`src/rtl/swj_seq_pkg.sv`:
```
package swj_seq_pkg;

    localparam int SEQ_IDX_W = 8;

    typedef enum logic [2:0] {
        SEQ_LINK_RST = 3'd0,
        SEQ_J2S      = 3'd1,
        SEQ_S2J      = 3'd2,
        SEQ_S2D      = 3'd3,
        SEQ_D2S      = 3'd4,
        SEQ_J2D      = 3'd5,
        SEQ_D2J      = 3'd6,
        SEQ_NONE     = 3'd7
    } seq_code_e;

    typedef enum logic {
        ST_IDLE = 1'b0,
        ST_RUN  = 1'b1
    } seq_state_e;

    // bit i of each constant is the i-th bit on the line
    localparam logic [127:0] ALERT_BITS =
        128'h19BC0EA2_E3DDAFE9_86852D95_6209F392;
    localparam logic [15:0] SW_J2S  = 16'hE79E;
    localparam logic [15:0] SW_S2J  = 16'hE73C;
    localparam logic [15:0] SW_S2D  = 16'hE3BC;
    localparam logic [31:0] SW_J2D  = 32'h33BBBBBA;
    localparam logic [7:0]  ACT_SW  = 8'h1A;

    function automatic logic [SEQ_IDX_W-1:0] seq_last(seq_code_e c);
        case (c)
            SEQ_LINK_RST: return 8'd63;
            SEQ_J2S:      return 8'd135;
            SEQ_S2J:      return 8'd79;
            SEQ_S2D:      return 8'd71;
            SEQ_D2S:      return 8'd223;
            SEQ_J2D:      return 8'd39;
            SEQ_D2J:      return 8'd159;
            default:      return 8'd0;
        endcase
    endfunction

    function automatic logic seq_known(logic [2:0] c);
        return c != SEQ_NONE;
    endfunction

endpackage

```
`src/rtl/swj_seq_bitgen.sv`:
```
module swj_seq_bitgen
    import swj_seq_pkg::*;
(
    input  seq_code_e              code,
    input  logic [SEQ_IDX_W-1:0]   idx,
    output logic                   bit_o
);
    always_comb begin
        bit_o = 1'b0;
        case (code)
            SEQ_LINK_RST: bit_o = (idx < 8'd56);
            SEQ_J2S: begin
                if (idx < 8'd56)       bit_o = 1'b1;
                else if (idx < 8'd72)  bit_o = SW_J2S[4'(idx - 8'd56)];
                else                   bit_o = (idx < 8'd128);
            end
            SEQ_S2J: begin
                if (idx >= 8'd56 && idx < 8'd72) bit_o = SW_S2J[4'(idx - 8'd56)];
                else                             bit_o = 1'b1;
            end
            SEQ_S2D: begin
                if (idx < 8'd56) bit_o = 1'b1;
                else             bit_o = SW_S2D[4'(idx - 8'd56)];
            end
            SEQ_D2S: begin
                if (idx < 8'd8)        bit_o = 1'b1;
                else if (idx < 8'd136) bit_o = ALERT_BITS[7'(idx - 8'd8)];
                else if (idx < 8'd140) bit_o = 1'b0;
                else if (idx < 8'd148) bit_o = ACT_SW[3'(idx - 8'd140)];
                else                   bit_o = (idx < 8'd216);
            end
            SEQ_J2D: begin
                if (idx < 8'd9) bit_o = 1'b1;
                else            bit_o = SW_J2D[5'(idx - 8'd9)];
            end
            SEQ_D2J: begin
                if (idx < 8'd8)        bit_o = 1'b1;
                else if (idx < 8'd136) bit_o = ALERT_BITS[7'(idx - 8'd8)];
                else                   bit_o = 1'b0;
            end
            default: bit_o = 1'b0;
        endcase
    end
endmodule

```
`src/rtl/swj_seq_ctrl.sv`:
```
module swj_seq_ctrl
    import swj_seq_pkg::*;
(
    input  logic                  clk,
    input  logic                  rst,
    input  logic                  tick,
    input  logic                  start,
    input  logic [2:0]            cmd,
    output logic                  accept,
    output logic                  advance,
    output logic                  finish,
    output seq_code_e             gen_code,
    output logic [SEQ_IDX_W-1:0]  gen_idx,
    output logic                  busy,
    output logic                  done,
    output logic                  err
);
    seq_state_e             state;
    seq_code_e              cur_code;
    logic [SEQ_IDX_W-1:0]   idx;
    logic                   at_last;
    logic                   reject;

    assign at_last = (idx == seq_last(cur_code));
    assign accept  = (state == ST_IDLE) && start && seq_known(cmd);
    assign reject  = (state == ST_IDLE) && start && !seq_known(cmd);
    assign advance = (state == ST_RUN) && tick && !at_last;
    assign finish  = (state == ST_RUN) && tick && at_last;
    assign busy    = (state == ST_RUN);

    // idle: look up bit 0 of the requested code; running: the next bit
    assign gen_code = (state == ST_RUN) ? cur_code : seq_code_e'(cmd);
    assign gen_idx  = (state == ST_RUN) ? idx + 8'd1 : '0;

    always_ff @(posedge clk) begin
        if (rst) begin
            state    <= ST_IDLE;
            cur_code <= SEQ_LINK_RST;
            idx      <= '0;
            done     <= 1'b0;
            err      <= 1'b0;
        end else begin
            done <= finish;
            err  <= reject;
            if (accept) begin
                state    <= ST_RUN;
                cur_code <= seq_code_e'(cmd);
                idx      <= '0;
            end else if (advance) begin
                idx <= idx + 8'd1;
            end else if (finish) begin
                state <= ST_IDLE;
                idx   <= '0;
            end
        end
    end

    AST_DONE_AFTER_RUN: assert property (@(posedge clk) disable iff (rst)
        done |-> ($past(state) == ST_RUN) && (state == ST_IDLE));
    AST_ERR_WHILE_IDLE: assert property (@(posedge clk) disable iff (rst)
        err |-> (state == ST_IDLE) && ($past(state) == ST_IDLE));
    AST_CODE_HELD: assert property (@(posedge clk) disable iff (rst)
        (state == ST_RUN && $past(state) == ST_RUN) |-> $stable(cur_code));
    AST_IDX_IN_RANGE: assert property (@(posedge clk) disable iff (rst)
        (state == ST_RUN) |-> (idx <= seq_last(cur_code)));
endmodule

```
`src/rtl/swj_seq_drv.sv`:
```
module swj_seq_drv (
    input  logic clk,
    input  logic rst,
    input  logic accept,
    input  logic advance,
    input  logic finish,
    input  logic gen_bit,
    output logic line_out,
    output logic line_oe
);
    always_ff @(posedge clk) begin
        if (rst) begin
            line_out <= 1'b0;
            line_oe  <= 1'b0;
        end else if (accept) begin
            line_out <= gen_bit;
            line_oe  <= 1'b1;
        end else if (advance) begin
            line_out <= gen_bit;
        end else if (finish) begin
            line_out <= 1'b0;
            line_oe  <= 1'b0;
        end
    end

    AST_HOLD_BETWEEN_TICKS: assert property (@(posedge clk) disable iff (rst)
        (line_oe && $past(line_oe) && !$past(advance) && !$past(finish))
        |-> $stable(line_out));
    AST_QUIET_WHEN_OFF: assert property (@(posedge clk) disable iff (rst)
        !line_oe |-> !line_out);
endmodule

```
`src/rtl/swj_seq_gen.sv`:
```
module swj_seq_gen
    import swj_seq_pkg::*;
(
    input  logic       clk,
    input  logic       rst,
    input  logic       tick,
    input  logic       start,
    input  logic [2:0] cmd,
    output logic       line_out,
    output logic       line_oe,
    output logic       busy,
    output logic       done,
    output logic       err
);
    logic                  accept;
    logic                  advance;
    logic                  finish;
    logic                  gen_bit;
    seq_code_e             gen_code;
    logic [SEQ_IDX_W-1:0]  gen_idx;

    swj_seq_ctrl u_ctrl (
        .clk      (clk),
        .rst      (rst),
        .tick     (tick),
        .start    (start),
        .cmd      (cmd),
        .accept   (accept),
        .advance  (advance),
        .finish   (finish),
        .gen_code (gen_code),
        .gen_idx  (gen_idx),
        .busy     (busy),
        .done     (done),
        .err      (err)
    );

    swj_seq_bitgen u_bitgen (
        .code  (gen_code),
        .idx   (gen_idx),
        .bit_o (gen_bit)
    );

    swj_seq_drv u_drv (
        .clk      (clk),
        .rst      (rst),
        .accept   (accept),
        .advance  (advance),
        .finish   (finish),
        .gen_bit  (gen_bit),
        .line_out (line_out),
        .line_oe  (line_oe)
    );

    AST_OE_TRACKS_BUSY: assert property (@(posedge clk) disable iff (rst)
        line_oe == busy);
    AST_NO_DONE_AND_ERR: assert property (@(posedge clk) disable iff (rst)
        !(done && err));
endmodule

```
`config.mk`:
```
export PLATFORM = sky130hd
export DESIGN_NAME = swj_seq_gen
export DESIGN_NICKNAME = d
export VERILOG_FILES = /design/src/rtl/swj_seq_pkg.sv /design/src/rtl/swj_seq_bitgen.sv /design/src/rtl/swj_seq_ctrl.sv /design/src/rtl/swj_seq_drv.sv /design/src/rtl/swj_seq_gen.sv
export SDC_FILE = /design/constraint.sdc
export NUM_CORES = 1
export LEC_CHECK = 0
export BUFFER_PORTS_ARGS = -buffer_cell sky130_fd_sc_hd__buf_2
export CORE_MARGIN = 2
export CORE_UTILIZATION = 56
export CTS_CLUSTER_DIAMETER = 80
export DETAILED_ROUTE_END_ITERATION = 7
export GPL_ROUTABILITY_DRIVEN = 0
export PLACE_DENSITY = 0.8
export SYNTH_ARGS = -nofsm -noshare
export SYNTH_HDL_FRONTEND = slang
export SYNTH_SLANG_ARGS = --single-unit
export TNS_END_PERCENT = 5
```
`constraint.sdc`:
```
create_clock -name clk -period 2.9 [get_ports clk]
set_input_delay 0.145 -clock clk [delete_from_list [all_inputs] [get_ports clk]]
set_output_delay 0.145 -clock clk [all_outputs]
set_load 0.01 [all_outputs]
```
* Word-level counts from Yosys, hierarchy flattened
Memories as Yosys holds them, arrays and structs flattened.
Cells that the tools add are included.
** Word-level totals
- Output and inout port bits :: 5
- Input bits :: 7
- Bits in read-only memories :: 216
- Register bits after elaboration :: 15
- Word-level logic and storage cells :: 91
- Memories :: 6
** Cells by class
- Multiplexer cells :: 28
- Magnitude comparators :: 14
- Reductions and logical operators :: 16
- Bitwise operators :: 1
- Equal/unequal tests :: 15
- Add/subtract/negate cells :: 5
** Memory list
- (no name shown) :: depth 128, width 1, rd ports 1, clocked after Yosys merged registers in 0, wr ports 0, line swj_seq_bitgen.sv:27 : else if (idx < 8'd136) bit_o = ALERT_BITS[7'(idx - 8'd8)];
- (no name shown) :: depth 32, width 1, rd ports 1, clocked after Yosys merged registers in 0, wr ports 0, line swj_seq_bitgen.sv:34 : else bit_o = SW_J2D[5'(idx - 8'd9)];
- (no name shown) :: depth 16, width 1, rd ports 1, clocked after Yosys merged registers in 0, wr ports 0, line swj_seq_bitgen.sv:23 : else bit_o = SW_S2D[4'(idx - 8'd56)];
- (no name shown) :: depth 16, width 1, rd ports 1, clocked after Yosys merged registers in 0, wr ports 0, line swj_seq_bitgen.sv:14 : else if (idx < 8'd72) bit_o = SW_J2S[4'(idx - 8'd56)];
- (no name shown) :: depth 16, width 1, rd ports 1, clocked after Yosys merged registers in 0, wr ports 0, line swj_seq_bitgen.sv:18 : if (idx >= 8'd56 && idx < 8'd72) bit_o = SW_S2J[4'(idx - 8'd56)];
- (no name shown) :: depth 8, width 1, rd ports 1, clocked after Yosys merged registers in 0, wr ports 0, line swj_seq_bitgen.sv:29 : else if (idx < 8'd148) bit_o = ACT_SW[3'(idx - 8'd140)];
** Operator list (number)
- 8-bit one-hot mux with 7 select lines :: 1
- 8-bit less-than comparator, second input constant :: 5
- 8-bit 2-to-1 mux :: 3
- 1-bit 2-to-1 mux :: 22
- 3-bit equality test, second input constant :: 6
- 8-bit by 4-bit less-than comparator with 1-bit output, second input constant :: 2
- 3-bit by 2-bit equality test with 1-bit output, second input constant :: 4
- 8-bit by 1-bit adder with 8-bit output, second input constant :: 1
- 8-bit equality test :: 1
- 8-bit by 6-bit >= comparator with 1-bit output, second input constant :: 1
- 7-bit by 8-bit less-than comparator with 1-bit output, second input constant :: 1
- 8-bit by 6-bit less-than comparator with 1-bit output, second input constant :: 1
- 8-bit by 7-bit less-than comparator with 1-bit output, second input constant :: 1
- 1-bit logical AND :: 7
- 1-bit one-hot mux with 7 select lines :: 1
- 7-bit by 4-bit subtractor with 7-bit output, second input constant :: 1
- 3-bit by 1-bit equality test with 1-bit output, second input constant :: 2
- 3-bit zero test :: 2
- 5-bit by 6-bit less-than comparator with 1-bit output, second input constant :: 1
- 4-bit by 5-bit less-than comparator with 1-bit output, second input constant :: 1
- 5-bit by 4-bit subtractor with 5-bit output, second input constant :: 1
- 3-bit by 4-bit less-than comparator with 1-bit output, second input constant :: 1
- 2-bit nonzero test :: 2
- 4-bit subtractor, second input constant :: 1
- other kinds (9) :: 10

* Depth between registers and ports, before layout
Gate-level depths: netlist of run 1.
- Word-level depth :: 12
- Mapped depth :: 14

* By module
A second synthesis of run 1 with hierarchy kept.
** Second synthesis, totals
- Cell total of the unflattened synthesis :: 248
- Area, all modules :: 1974.4 um^2
** Modules (own cells, without submodules)
- swj_seq_ctrl :: times used 1, area each 1027.2 um^2, seq. area each 280.3 um^2, cells an instance 120
- swj_seq_bitgen :: times used 1, area each 872.1 um^2, seq. area each 0.0 um^2, cells an instance 120
- swj_seq_drv :: times used 1, area each 75.1 um^2, seq. area each 40.0 um^2, cells an instance 8

* Worst setup path before layout of run 1
OpenSTA, ideal clock, no wires.
- Kind :: register to register
- Start :: register u_ctrl.idx[1]
- End :: register u_drv.line_out
- Clock period less this slack :: 2.806 ns
- Cell stages (with the launch flop) :: 11
- Setup time :: 0.133 ns
- Buffers on the path :: 0
- Arrival time :: 2.673 ns
- Path slack :: 0.094 ns
- Cells stage by stage :: dfxtp_1 > ha_1 > nand3_1 > mux2i_1 > ha_1 > inv_1 > o311ai_0 > a211oi_1 > o32ai_1 > a2111oi_1 > a211oi_1
** On the way
- Cells in the longest elaborated chain, start to end :: 12
- Elaborated cells on any way between the ends :: 48
** Ends and longest elaborated chain
- from (decl) :: line swj_seq_ctrl.sv:20 : logic [SEQ_IDX_W-1:0] idx;
- from (signal assigned) :: line swj_seq_ctrl.sv:50 : idx <= idx + 8'd1;
- branches (longest 12 deep; another with 8-bit by 1-bit adder with 8-bit output)
- to (signal assigned) :: line swj_seq_drv.sv:16 : line_out <= gen_bit;
- to (signal assigned) :: line swj_seq_drv.sv:19 : line_out <= gen_bit;
- to (decl) :: line swj_seq_drv.sv:8 : output logic line_out,
Parallel ways; which one is timed is not known. The select of a mux whose other input is x is not followed.
A chain may end at the register's enable or synchronous reset.

* Worst setup path in the final report of run 1
- Start :: register u_ctrl.idx[0]
- End :: register u_drv.line_out
Same word-level chain as after synthesis.

==> run_results.csv, run 1 <==
group,metric,value,unit
detailed_routing,drt_iter0_drc,304,
timing,min_period,2.760,ns
timing,slew_violations,0,
worst_setup_path,cp_max_fo,13,
clock_network,clock_latency,0.30,ns
logic_synthesis,synth_async_sr_flop_share,0,%
timing,max-slew-margin-rel,53.64,%
pwr,max-vdd-ir-drop,0.1956,mV
worst_setup_path,worstPathRequired,3.11,ns
floorplan,die-area,4105,um^2
detailed_routing,via_per_inst,6.582,
clock_network,path_clk_slew,0.09,ns
logic_synthesis,synth_area_per_cell,7.065,um^2
detailed_routing,via_count,2251,
floorplan,die_y,64.07,um
grt,grtUsageTotal,26.34,%
detailed_routing,wl_per_cell,15.56,um
worst_setup_path,arrival,2.97,ns
timing,finalHoldViolCount,0,
flow_run,cap_violations,0,
cells_and_area,final_area,2203,um^2
floorplan,fp.coreArea,3390,um^2
clock_network,cts_setup_buffers,0,
run_status,outcome,"finished, final reports clean",
grt,grt_pass1_wl,8790,um
timing,fin_crit_sh,95.17,%
clock_network,cts_tree,"built",
timing,tightest_slew,0.6905,ns
clock_network,cts_inserted_buffers,3,
grt,grt_pass1_vias,1914,
grt,antenna_found_initial,0,
floorplan,die_w,64.07,um
cells_and_area,final_nets,317,
detailed_routing,dr.pass1.iters,5,
logic_synthesis,synth_edf_count,0,
worst_setup_path,critPathTopFamily,"compound AO/OA/AOI/OAI gates",
clock_network,htreeDepth,1,
detailed_routing,routed_wl,5323,um
timing,setup_viol,0,
grt,grt_max_degree,17,
detailed_routing,detail-route-antenna-nets,0,
timing,skew,0.005970,ns
worst_setup_path,crit_type,"reg2reg",
logic_synthesis,ys_seq_area_share,14.86,%
cells_and_area,syn2layout_area_growth,9.040,%
cells_and_area,n_antenna_cell,0,
clock_network,cts_buffer_depth,2,
floorplan,row_count,21,
pwr,power_density,239.7,nW/um^2
floorplan,start_util,59.62,%
timing,max_freq,362.3,MHz
floorplan,pin_count,12,
logic_synthesis,synth_ff_type,"dfxtp_1",
worst_setup_path,max_stage_delay,0.41,ns
logic_synthesis,synth_cell_types,59,
logic_synthesis,synth_top_area_cell,"dfxtp_1",
min_path,hp-class,"in2reg",
worst_setup_path,r2r_setup_slack,0.14,ns
logic_synthesis,synth_top_area_share,14.86,%
logic_synthesis,ys_ff_latch,15,
logic_synthesis,ys_top_cells_by_area,"dfxtp_1, ha_1, xnor2_1, nor2_1, a21oi_1",
detailed_routing,drc,0,
logic_synthesis,syn_area,2021,um^2
clock_network,clock_sinks,15,
logic_synthesis,syn-num-nets,306,
cells_and_area,drive_above_1_share,16.55,%
worst_setup_path,path_buf_inv,2,
worst_setup_path,crit_slowest_cell,"dfxtp_2",
logic_synthesis,syn_inst,286,
worst_setup_path,worstPathCellList,"and3_4, mux2i_4, inv_4, ha_2, inv_1, o311ai_1, a211oi_2, o32ai_2, a2111oi_2, a211oi_1",
clock_network,root_buffer,"clkbuf_4",
worst_setup_path,cp-start-kind,"flip-flop",
place,place_area,2138,um^2
place,io_buffer_count,11,
worst_setup_path,critPathCaptureType,"flip-flop",
pwr,leakage,0.0007967,uW
place,dp.final_hpwl,3929,um
pwr,totalPowerFinal,528.2,uW
logic_synthesis,ys_warn_count,0,
cells_and_area,nFillCells,278,
grt,overflow,0,
worst register-to-register path: cells and delay by family, from the launching register on:
family | cells | cell delay [ns]
AOI/OAI and AO/OA | 5 | 1.12
DFF | 1 | 0.41
adders and majority gates | 1 | 0.40
and+or+nand+nor | 1 | 0.27
muxes | 1 | 0.28
buffers and inverters | 2 | 0.21
metal layers:
layer	up-vias	part of all wire, %	GRT usage [%]
met2	140	44	41.02
met4	0	2.0	8.424
met1	1024	43	35.60
li1	1072	-	-
met3	15	10	6.338
met5	-	0	0
registers in the layout, indices dropped and copies added (netlist names):
| register | count |
|---|---|
| u_ctrl.busy | 1 |
| u_ctrl.cur_code | 3 |
| u_ctrl.err | 1 |
| u_drv.line_out | 1 |
| u_ctrl.done | 1 |
| u_ctrl.idx | 8 |
where the power goes:
| group | internal [uW] | switching, uW | total [uW] |
|---|---|---|---|
| combinational | 70.3 | 101 | 171 |
| sequential | 214 | 17.2 | 231 |
| clock | 53.6 | 72.3 | 126 |
layout by cell type (no fill, tap or decap), types with 3 or more instances in the layout:
| cell type | instances |
|---|---|
| nor2_1 | 29 |
| nand2_1 | 25 |
| a21oi_1 | 20 |
| o21ai_0 | 19 |
| nor3_1 | 16 |
| buf_4 | 16 |
| xnor2_1 | 12 |
| ha_1 | 12 |
| buf_2 | 11 |
| dfxtp_1 | 11 |
| inv_1 | 9 |
| nand3_1 | 8 |
| nand2b_1 | 5 |
| and3_1 | 5 |
| mux2i_1 | 5 |
| or3_1 | 5 |
| a211oi_1 | 5 |
| a31oi_1 | 5 |
| nor3b_1 | 4 |
| a311oi_1 | 4 |
| dfxtp_2 | 4 |
| and2_1 | 3 |
| nor4_1 | 3 |
| nand3b_1 | 3 |
| a21boi_0 | 3 |
| or4_1 | 3 |
| clkbuf_4 | 3 |
worst paths after layout:
check	endpoint	depth (start not counted)	from
hold / removal	u_ctrl.busy	2	rst
hold reg to reg	u_ctrl.idx[2]	2	u_ctrl.idx[2]
setup reg to reg	u_drv.line_out	10	u_ctrl.idx[0]
setup / recovery	u_drv.line_out	10	u_ctrl.idx[0]
timing repair:
item	CTS	global route
hold buffers	0	0
resized for setup	0	12
setup endpoints to repair	0	1
hold endpoints to repair	0	0
metrics by stage:
stage	worst slack [ns]	cells	utilization (%)	hold WS [ns]	TNS, ns
CTS	0.03376	342	63.86	0.1260	0
floorplan	0.09357	286	-	0.2965	0
global route	-0.0008666	342	65.01	0.1217	-0.0008666
finish	0.1401	342	65.01	0.1170	0
detailed placement	0.07511	338	63.09	0.4375	0
global placement	0.1261	338	63.09	0.4284	0
layout make-up:
type,count,area (um^2),share of cell area [%]
Timing Repair Buffer,27,175.2,7.950
Sequential cell,15,305.3,13.86
Inverter,11,43.79,1.988
Clock buffer,4,26.28,1.193
Tap cell,46,57.56,2.612
Multi-Input combinational cell,239,1595,72.40
cells in the mapped netlist, types with 3 or more instances:
library cell,n
buf_2,5
nor2_1,29
nor4_1,3
a311oi_1,4
or4_1,3
and3_1,5
o21ai_0,19
nor3b_1,4
a21oi_1,20
mux2i_1,6
nand3_1,8
dfxtp_1,15
nand2b_1,6
or3_1,5
nand3b_1,3
nand2_1,25
ha_1,13
a21boi_0,3
xnor2_1,13
nor3_1,16
a211oi_1,6
inv_1,9
clkbuf_1,9
and2_1,3
o311ai_0,3
buf_6,3
a31oi_1,5
logic make-up (layout without fill, tap and decap cells):
group,Yosys count,in the layout,synth area share (%)
fa+ha+maj,13,13,8.050
compound gates,84,84,28.11
flops,15,15,14.86
simple gates,119,119,29.97
mux,8,8,4.644
buf+inv,32,42,7.863
xor+xnor,15,15,6.502
Power figures use the tool's default switching activity.
==> run 2, diff against run 1 <==
--- a/config.mk
+++ b/config.mk
@@ -12,6 +12,7 @@
 export DETAILED_ROUTE_END_ITERATION = 7
 export GPL_ROUTABILITY_DRIVEN = 0
 export PLACE_DENSITY = 0.8
+export SETUP_SLACK_MARGIN = 0.2
 export SYNTH_ARGS = -nofsm -noshare
 export SYNTH_HDL_FRONTEND = slang
 export SYNTH_SLANG_ARGS = --single-unit
==> run 2 against run 1 <==
Worst hold slack better by 0.0047 ns. Sequential share of layout area fell by 0.59 points. Clock power is essentially flat. Critical path type unchanged.
==> run_results.csv, run 2 (synthesis results as in run 1) <==
group,metric,value,unit
floorplan,die-area,4105,um^2
detailed_routing,detail-route-antenna-nets,0,
timing,min_period,2.600,ns
detailed_routing,dr.pass1.iters,5,
detailed_routing,via_count,2327,
cells_and_area,nFillCells,267,
min_path,hp-class,"in2reg",
timing,finalHoldViolCount,0,
grt,overflow,0,
detailed_routing,wl_per_cell,17.18,um
timing,fin_crit_sh,89.66,%
grt,grt_max_degree,17,
detailed_routing,via_per_inst,6.687,
floorplan,die_w,64.07,um
clock_network,htreeDepth,1,
pwr,power_density,228.6,nW/um^2
detailed_routing,routed_wl,5978,um
place,dp_slack,0.1545,ns
cells_and_area,register_area,312.8,um^2
timing,rsz0062_at_grt,"false",
worst_setup_path,critPathCaptureType,"flip-flop",
worst_setup_path,cp-start-kind,"flip-flop",
clock_network,holdBufCountCts,0,
pwr,leakage,0.0008476,uW
timing,max_freq,384.6,MHz
cells_and_area,n_antenna_cell,0,
cells_and_area,multiInputGateArea,1685,um^2
worst_setup_path,worstPathRequired,3.07,ns
floorplan,die_y,64.07,um
timing,setup_viol,0,
pwr,max-vdd-ir-drop,0.2053,mV
cells_and_area,syn2layout_area_growth,16.72,%
floorplan,fp.coreArea,3390,um^2
cells_and_area,final_nets,323,
floorplan,start_util,59.62,%
grt,grt_pass1_vias,2089,
detailed_routing,drc,0,
worst_setup_path,cp_max_fo,6,
run_status,outcome,"finished, final reports clean",
timing,max-slew-margin-rel,64.71,%
cells_and_area,largest_reg_flops,8,
cells_and_area,largest-register,"u_ctrl.idx",
clock_network,clock_sinks,15,
floorplan,pin_count,12,
cells_and_area,mostFrequentLayoutCells,"nor2_1, nand2_1, buf_4",
timing,finalSetupTns,0,ns
cells_and_area,postLayoutCoreUtil,69.58,%
grt,grtUsageTotal,28.77,%
timing,skew,0.002971,ns
flow_run,cap_violations,0,
detailed_routing,drt_iter0_drc,343,
cells_and_area,drive_above_1_share,24.50,%
grt,antenna_found_initial,0,
place,io_buffer_count,11,
timing,slew_violations,0,
timing,setup_slack,0.2999,ns
clock_network,cts_inserted_buffers,3,
worst_setup_path,crit_type,"reg2reg",
clock_network,clock_latency,0.29,ns
cells_and_area,reg_top3,"u_ctrl.idx x8, u_ctrl.cur_code x3",
clock_network,cts_tree,"built",
floorplan,row_count,21,
grt,grt_pass1_wl,9639,um
clock_network,cts_buffer_depth,2,
cells_and_area,final_common_cell,"nor2_1",
worst_setup_path,arrival,2.77,ns
place,dp.final_hpwl,4132,um
clock_network,path_clk_slew,0.09,ns
timing,tightest_slew,0.5275,ns
clock_network,root_buffer,"clkbuf_4",
run 2: changes by cell type in the layout (fill, tap and decap cells not counted), sizes merged:
cell      delta
clkinvlp     +1
inv          -1
buf          +6
run 2: through the flow:
step / hold slack [ns] / power, uW / area, um^2 / std cells
floorplan: 0.2965 / 352.4 / 2053 / 286
global route: 0.1348 / 568.7 / 2359 / 348
CTS: 0.1223 / 519.4 / 2218 / 344
finish: 0.1217 / 539.3 / 2359 / 348
global placement: 0.4255 / 398.2 / 2186 / 340
detailed placement: 0.4283 / 400.4 / 2186 / 340
run 2: final cells by class:
cell class	count	share of cell area, %
Multi-Input combinational cell	239	71.46
Sequential cell	15	13.26
Timing Repair Buffer	33	9.496
Tap cell	46	2.440
Inverter	11	2.228
Clock buffer	4	1.114
run 2: path summary, 6_finish.rpt:
| path | endpoint | depth (start not counted) | slack [ns] | from |
|---|---|---|---|---|
| min | u_ctrl.busy | 2 | 0.12 | rst |
| max | u_drv.line_out | 11 | 0.30 | u_ctrl.idx[0] |
| min reg2reg | u_ctrl.idx[0] | 2 | 0.57 | u_ctrl.idx[0] |
| max reg2reg | u_drv.line_out | 11 | 0.30 | u_ctrl.idx[0] |
run 2: repair_timing:
action	in CTS	in global routing
setup buffers	0	4
gates resized for setup	4	34
pin swaps	0	10
endpoints found under the setup margin	1	6
run 2: power by group:
part,internal [uW],switching (uW),leakage [uW]
sequential,213,15.3,0.000126
clock,53.5,69.8,0.0000150
combinational,76.4,112,0.000707
run 2: critical path: stages, from the launching register on:
cell	delay [ns]
dfxtp_4	0.40
buf_4	0.16
nand2b_1	0.12
inv_1	0.13
ha_2	0.23
a21boi_2	0.17
o21ai_0	0.23
a21oi_1	0.14
a311oi_2	0.30
o32ai_2	0.13
a2111oi_2	0.37
a211oi_1	0.11
run 2: metal layers:
layer  vias up  wire length [um]  global-route usage, %
li1       1091                 -                      -
met1      1079              2545                  38.98
met2       137              2750                  48.57
met3        20               553                  5.106
met4         0               129                  4.076
met5         -                 0                      0
